$ cat config.mk
export PLATFORM = sky130hd
export DESIGN_NAME = vbc_operand_filter
export DESIGN_NICKNAME = d
export VERILOG_FILES = /design/src/rtl/vbc_pkg.sv /design/src/rtl/vbc_operand_filter.sv
export SDC_FILE = /design/constraint.sdc
export NUM_CORES = 1
export LEC_CHECK = 0
export ABC_AREA = 1
export BUFFER_PORTS_ARGS = -buffer_cell sky130_fd_sc_hd__buf_2
export CORE_MARGIN = 2
export CORE_UTILIZATION = 49
export DETAILED_ROUTE_END_ITERATION = 8
export PLACE_DENSITY = 0.75
export SETUP_SLACK_MARGIN = 0.15
export SYNTH_ARGS = -nofsm -noshare
export SYNTH_HDL_FRONTEND = slang
export SYNTH_SLANG_ARGS = --single-unit
$ cat constraint.sdc
create_clock -name vclk -period 3.3
set_input_delay 0.66 -clock vclk [all_inputs]
set_output_delay 0.66 -clock vclk [all_outputs]
set_load 0.1 [all_outputs]
$ cat src/rtl/vbc_pkg.sv
package vbc_pkg;

    localparam int KIND_W = 3;

    typedef enum logic [KIND_W-1:0] {
        SRC_GPR  = 3'd0,
        SRC_PVEC = 3'd1,
        SRC_PSCL = 3'd2,
        SRC_TEMP = 3'd3,
        SRC_LIT  = 3'd4
    } src_kind_e;

endpackage

$ cat src/rtl/vbc_operand_filter.sv
// Marks every source operand that costs a bank read port: an enabled
// general-register source that is not a repeat of an earlier one.
module vbc_operand_filter
    import vbc_pkg::*;
#(
    parameter int OPS    = 8,
    parameter int COMP_W = 2,
    parameter int REG_AW = 7
) (
    input  logic [OPS-1:0]        op_en,
    input  logic [OPS*KIND_W-1:0] kind_flat,
    input  logic [OPS*COMP_W-1:0] comp_flat,
    input  logic [OPS*REG_AW-1:0] reg_flat,
    output logic [OPS-1:0]        rd_mask
);

    logic              is_gpr [OPS];
    logic [COMP_W-1:0] comp_a [OPS];
    logic [REG_AW-1:0] reg_a  [OPS];

    for (genvar i = 0; i < OPS; i++) begin : g_dec
        assign is_gpr[i] = op_en[i] && (kind_flat[i*KIND_W +: KIND_W] == SRC_GPR);
        assign comp_a[i] = comp_flat[i*COMP_W +: COMP_W];
        assign reg_a[i]  = reg_flat[i*REG_AW +: REG_AW];
    end

    // An operand is a repeat when an earlier general-register operand
    // names the same register and component; only the first one reads.
    for (genvar i = 0; i < OPS; i++) begin : g_dup
        logic seen_d;
        always_comb begin
            seen_d = 1'b0;
            for (int j = 0; j < i; j++) begin
                if (is_gpr[j] && (reg_a[j] == reg_a[i]) && (comp_a[j] == comp_a[i])) begin
                    seen_d = 1'b1;
                end
            end
        end
        assign rd_mask[i] = is_gpr[i] && !seen_d;
    end

endmodule

* Word-level counts from Yosys, hierarchy flattened
Index checks and enable logic that the tools add are counted.
Operators by class: reduce and logical (&&, ||, !) cells 86, equal/unequal tests 56, mux-type cells 28
Operator list (count):
- $eq 7x7->1 | 28
- $logic_and 1x1->1 | 71
- $eq 2x2->1 | 28
- $mux 1 | 28
- $logic_not 3->1 | 8
- $logic_not 1->1 | 7
Word-level totals: logic and storage cells 170, input bits 104, register bits 0

* Logic depth before layout (Yosys ltp)
Gate-level depths: netlist of run 1.
depth after elaboration 13, gate-level depth with buffers 10, gate-level depth less buffers 10

* Worst setup path before layout of run 1
No wires, ideal clock.
kind input-to-output, from in kind_flat[1], to out rd_mask[3], path slack -0.221 ns, stages 8, path buffers 0, arrival 2.861 ns, path through inv_1 -> nand3_1 -> inv_1 -> nand2_1 -> nor2_1 -> nand3_1 -> nand2_1 -> nor2_1
Between the ends: word-level cells in the longest chain between the ends 9
Ends and longest elaborated chain:
- start, declared | line vbc_operand_filter.sv:11 | input logic [OPS*KIND_W-1:0] kind_flat,
- $logic_not 3->1 | line vbc_operand_filter.sv:22 | assign is_gpr[i] = op_en[i] && (kind_flat[i*KIND_W +: KIND_W] == SRC_GPR);
- $logic_and 1x1->1 | line vbc_operand_filter.sv:22
- net rd_mask[0] | line vbc_operand_filter.sv:14 | output logic [OPS-1:0] rd_mask
- $logic_and 1x1->1 (2 in series) | line vbc_operand_filter.sv:34 | if (is_gpr[j] && (reg_a[j] == reg_a[i]) && (comp_a[j] == comp_a[i])) begin
- $mux 1 (3 in series) | line vbc_operand_filter.sv:34
- $logic_not 1->1 | line vbc_operand_filter.sv:39 | assign rd_mask[i] = is_gpr[i] && !seen_d;
- $logic_and 1x1->1 | line vbc_operand_filter.sv:39
- end, declared | line vbc_operand_filter.sv:14
The timed path passes the listed nets, and every way through them passes these cells.

* Worst setup path after layout of run 1
from in reg_flat[54], to out rd_mask[7]
Between the ends: word-level cells in the longest chain between the ends 12, elaborated cells on any way between the ends 30
Ends and longest elaborated chain:
- start, declared | line vbc_operand_filter.sv:13 | input logic [OPS*REG_AW-1:0] reg_flat,
- $eq 7x7->1 | line vbc_operand_filter.sv:34
- $logic_and 1x1->1 (2 in series) | line vbc_operand_filter.sv:34
- $mux 1 (6 in series) | line vbc_operand_filter.sv:34
- $mux 1 * | line vbc_operand_filter.sv:34
- $logic_not 1->1 * | line vbc_operand_filter.sv:39
- $logic_and 1x1->1 * | line vbc_operand_filter.sv:39
Every way passes the cells marked *; elsewhere a longest branch is shown, timed or not.

==> results of run 1 <==
[critical path, cell delays in order]
cell	delay, ns
buf_2	0.24
xor2_1	0.30
nor2_1	0.14
nand2_1	0.09
nor2_1	0.04
nor2_1	0.10
nand2_1	0.07
nor2_2	0.07
buf_2	0.42
[kinds of logic after synthesis]
logic type	count (synthesis)	share of synthesized area
compound gates	43	0.0557
buf+inv	158	0.207
simple gates	606	0.572
xor+xnor	80	0.165
[per-stage QoR]
stage               utilization  setup slack [ns]
floorplan                     -             0.180
global placement          0.537             0.557
detailed placement        0.537             0.595
CTS                       0.537             0.589
global route              0.537             0.464
finish                    0.537             0.503
[placed cells by master (no fill, tap or decap), types with 10 or more instances in the layout]
cell / n
nor2_1: 134
nand2_1: 378
xnor2_1: 12
xor2_1: 68
inv_2: 54
buf_2: 111
o22ai_1: 10
nand3_1: 41
nand4_1: 29
nor3_1: 16
inv_1: 25
o21ai_1: 15
[metal layers]
layer	wire [um]	part of all wire	vias to the layer above	track usage
li1	-	-	2784	-
met1	8140	0.41	2499	0.561
met2	8240	0.42	409	0.615
met3	2540	0.13	38	0.0978
met4	814	0.041	0	0.133
met5	0	0	-	0
[how the worst min path moves through the flow]
stage / start / endpoint / slack [ns] / cells past startpoint
6_report: kind_flat[17] / rd_mask[5] / 1.85 / 7
3_5_place_dp: kind_flat[17] / rd_mask[5] / 1.85 / 7
3_3_place_gp: kind_flat[16] / rd_mask[5] / 1.86 / 7
2_1_floorplan: op_en[7] / rd_mask[7] / 1.65 / 4
4_1_cts: kind_flat[17] / rd_mask[5] / 1.86 / 7
5_1_grt: op_en[5] / rd_mask[5] / 1.88 / 6
[power by group]
group,switching (mW),internal [mW]
clock network,0,0
registers,0,0
logic,0.456,0.199
total,0.456,0.199
[cell type report]
cell class,instances,area [um^2]
Inverter,88,353
Timing Repair Buffer,114,591
Multi-Input combinational cell,729,3380
Fill cell,1000,3840
Tap cell,105,131
==> qor.csv, run 1 <==
stage,metric,value,unit
run_status,status,completed,
cts,postcts setup bufs,0,
worst_setup_path,worst-path fanout max,9,
synth,share of the synthesized area in the top cell type,0.334,
grt,largest net degree at the start of global routing,11,
timing,RSZ-0062 raised after global routing,no,
synth,"Seq/Total Area, Yosys",0,
floorplanning,Initial Util,0.512,
layout,post-layout instance area,4460,um^2
grt,initial antenna violation count,0,
flow_run,number of max-cap violations,0,
cts,CTS hold repair buffers,0,
floorplanning,I/O Pins,112,
power_and_ir_drop,Power Total,656,uW
synth,"Net Count, Synth",991,
layout,sequential cell area,0,um^2
drt,Pre-antenna DRT Iters,7,
layout,Seq Cell Count,0,
worst_setup_path,Worst EP required,2.64,ns
power_and_ir_drop,largest vdd supply drop,77.6,uV
synth,mapped cell area,4250,um^2
timing,FMAX,358,MHz
grt,GR Overflow Total,0,
drt,via/cell ratio,5.53,
timing,"Hold Violations, Final",0,
drt,via count,5730,
grt,number of global-route vias before repair,5225,
synth,ranking of synthesized cells by area,"nand2_1 33%, xor2_1 14%, nor2_1 12%, buf_4 12%, nand3_1 4.8%",
synth,"Avg Cell Area, Syn",4.79,um^2
layout,non-filler instance count after layout,1036,
placed_design,dpl cells,1036,
floorplanning,core box area,8300,um^2
power_and_ir_drop,PD cells,147,nW/um^2
timing,period utilization,0.848,
synth,Synth top cells by count,"378 x nand2_1, 138 x nor2_1, 68 x xor2_1",
drt,drt drc,0,
placed_design,Post-DP HPWL,16400,um
placed_design,routability cong.,1.07,
layout,n_diodes,0,
synth,Synth cell types,24,
timing,Final Critical Period,2.80,ns
floorplanning,die span in x,97.1,um
worst_setup_path,Setup crit start,reg_flat[54],
layout,area delta synth->final,4.95,%
floorplanning,Row Count,33,
floorplanning,total die area,9430,um^2
drt,Routed WL,19700,um
layout,Nets,1037,
drt,initial drt markers,610,
timing,"Slew Viols, Final",0,
worst_setup_path,CP Class,in -> out,
grt,global-route wire length before repair,29800,um
worst_setup_path,critical path arrival,2.14,ns
placed_design,number of port buffers,112,
worst_setup_path,Startpoint Class,input pin,
timing,worst slew pin tran,0.495,ns
drt,final antenna-violating net count,0,
placed_design,DP Area,4460,um^2
synth,biggest area consumer among synthesized cells,nand2_1,
grt,gr usage total,0.405,
timing,Slew headroom,0.672,
timing,final setup fails,0,
worst_setup_path,Worst Setup EP,rd_mask[7],
synth,most common cell in the netlist,nand2_1,
floorplanning,Die H,97.1,um
hold_path,Hold Crit Class,in -> out,
worst_setup_path,Setup crit end kind,output pin,
cts,cts repair resizes,0,
layout,layout cells sized above 1,0.199,
layout,CLK BUF,0,
drt,post-DR wirelength/cell,19.0,um
timing,hold_ws,1.85,ns
synth,Post-Syn Instances,887,
power_and_ir_drop,leak pwr,2.53,nW
synth,Synth Warn #,0,
timing,Final TNS setup,0,ns
(Power assumes the default switching activity.)
==> run 2, diff against run 1 <==
- PLACE_DENSITY: 0.75 -> 0.78
- clock period: 3.3 -> 2.3 ns (I/O delays scaled with it)
==> run 2 against run 1 <==
  * Critical path depth did not move
  * First-iteration DRC count rose by 25%
  * Sequential cell count did not move
  * Die area did not move
  * Global-route usage rose by 0.096 points
  * Routed wire length rose by 2.4%
  * Setup slack got worse by 0.37 ns
  * Cell count rose by 3.2%
  * Non-clock buffer count rose by 33
  * Highest routed layer unchanged
==> qor.csv, run 2 (synthesis gave the netlist of run 1 again) <==
stage,metric,value,unit,change
run_status,status,completed,,
placed_design,routability cong.,1.15,,+6.5%
layout,sequential cell area,0,um^2,unchanged
grt,gr usage total,0.406,,+0.000961
placed_design,DP Area,4810,um^2,+7.9%
timing,period utilization,0.943,,
floorplanning,Die H,97.1,um,unchanged
worst_setup_path,"most used cell, CP",nand3_1,,
floorplanning,die span in x,97.1,um,unchanged
floorplanning,core box area,8300,um^2,unchanged
drt,via count,6016,,+5.0%
worst_setup_path,worst-path fanout max,8,,-1
floorplanning,Row Count,33,,unchanged
timing,"Slew Viols, Final",0,,unchanged
layout,area delta synth->final,24.4,%,
grt,largest net degree at the start of global routing,11,,unchanged
worst_setup_path,CP Class,in -> out,,
floorplanning,Initial Util,0.512,,unchanged
flow_run,number of max-cap violations,0,,unchanged
timing,RSZ-0062 raised after global routing,yes,,
worst_setup_path,Setup crit end kind,output pin,,
timing,FMAX,461,MHz,
drt,drt drc,0,,unchanged
worst_setup_path,critical path arrival,1.71,ns,-0.43 ns
floorplanning,total die area,9430,um^2,unchanged
layout,post-layout instance area,5280,um^2,+19%
grt,number of global-route vias before repair,5193,,-0.61%
layout,fill cell count,855,,-14%
layout,"commonest cells after routing, fill and taps aside","370 x nand2_1, 106 x nor2_1, 70 x buf_2",,
worst_setup_path,Worst EP required,1.84,ns,-0.80 ns
timing,final setup fails,0,,unchanged
drt,Routed WL,20200,um,+2.4%
timing,Final Critical Period,2.17,ns,
drt,Pre-antenna DRT Iters,6,,-1
grt,global-route wire length before repair,29700,um,-0.33%
timing,Final WS setup,0.130,ns,-0.373 ns
layout,Seq Cell Count,0,,unchanged
layout,Nets,1070,,+3.2%
placed_design,dpl ws,-0.00931,ns,-0.604 ns
layout,n_diodes,0,,unchanged
hold_path,Hold Crit Class,in -> out,,
hold_path,Min-Delay Startpoint,op_en[7],,
timing,worst slew pin tran,0.351,ns,-0.144 ns
layout,"most common cell after layout, fill and taps aside",nand2_1,,
floorplanning,I/O Pins,112,,unchanged
power_and_ir_drop,PD cells,204,nW/um^2,+39%
layout,layout cells sized above 1,0.295,,+0.0959
drt,via/cell ratio,5.63,,+1.8%
cts,CTS hold repair buffers,0,,unchanged
worst_setup_path,slowest library cell on the worst path,nor2_2,,
hold_path,hold depth,6,,-1
worst_setup_path,CP peak stage delay,0.22,ns,-0.20 ns
timing,"Hold Violations, Final",0,,unchanged
placed_design,Post-DP HPWL,16800,um,+2.0%
drt,initial drt markers,765,,+25%
power_and_ir_drop,largest vdd supply drop,119,uV,+53%
timing,Slew headroom,0.764,,+0.0919
placed_design,number of port buffers,112,,unchanged
worst_setup_path,Startpoint Class,input pin,,
layout,CLK BUF,0,,unchanged
grt,GR Overflow Total,0,,unchanged
worst_setup_path,"Cell Chain, Critical Path",buf_2 -> inv_2 -> nand2_1 -> nand4_1 -> nor2_2 -> nand3_1 -> nand3_1 -> nor2_4 -> buf_12,,
drt,final antenna-violating net count,0,,unchanged
hold_path,hold endpoint,rd_mask[7],,
drt,post-DR wirelength/cell,18.9,um,-0.75%
power_and_ir_drop,Power Total,1.08,mW,+64%
layout,Util after Layout,0.636,,+0.0994
layout,multi-input logic area,3700,um^2,+9.5%
grt,initial antenna violation count,0,,unchanged
power_and_ir_drop,leak pwr,2.77,nW,+9.8%
==> run 2: cell types whose count changed in the layout (fill, tap and decap cells not counted), moves of 8 or more <==
cell,change
nand2_1,-8
clkbuf_4,+21
nor2_2,+16
buf_6,+11
xor2_2,+8
buf_2,-41
inv_4,+13
nor2_1,-28
buf_4,+36
nor2_4,+12
inv_2,-11
nand2_2,+8
xor2_1,-9
==> run 2: metrics by stage <==
| stage | TNS [ns] | hold WS (ns) | instances |
|---|---|---|---|
| 6_report | 0 | 1.41 | 1069 |
| 4_1_cts | 0 | 1.42 | 1065 |
| 2_1_floorplan | -0.0676 | 1.22 | 887 |
| 3_3_place_gp | -0.0282 | 1.41 | 1065 |
| 3_5_place_dp | -0.00931 | 1.42 | 1065 |
| 5_1_grt | 0 | 1.46 | 1069 |
==> run 2: worst max path at each step <==
stage,from,endpoint,slack (ns)
finish,comp_flat[6],rd_mask[4],0.13
global route,kind_flat[0],rd_mask[5],0.10
CTS,comp_flat[3],rd_mask[2],0.15
detailed placement,reg_flat[3],rd_mask[2],-0.009
global placement,reg_flat[3],rd_mask[2],-0.03
floorplan,kind_flat[1],rd_mask[3],-0.07
==> run 2: area by class of cell <==
| cell class | instances | area share |
|---|---|---|
| Multi-Input combinational cell | 729 | 0.701 |
| Inverter | 88 | 0.0739 |
| Tap cell | 105 | 0.0249 |
| Timing Repair Buffer | 147 | 0.200 |
==> run 2: worst max-delay path: cells and delay by family <==
family        cells  cell delay [ns]
buf+inv           3             0.46
simple gates      6             0.79
==> run 2: what timing repair did <==
action / 4_1_cts / 5_1_grt
gates resized for setup: 12 / 135
endpoints found under the setup margin: 4 / 7
pin swaps: 0 / 29
setup buffers: 0 / 4
==> run 2: where the power goes <==
part           internal [mW]  total (mW)  switching [mW]
combinational          0.373        1.08           0.705
sequential                 0           0               0
clock                      0           0               0
total                  0.373        1.08           0.705
==> run 2: routing by layer <==
layer / part of all wire / global-route usage / vias to the layer above
met2: 0.42 / 0.631 / 461
met4: 0.051 / 0.117 / 0
met1: 0.39 / 0.582 / 2628
met5: 0 / 0 / -
li1: - / - / 2846
met3: 0.14 / 0.0583 / 81
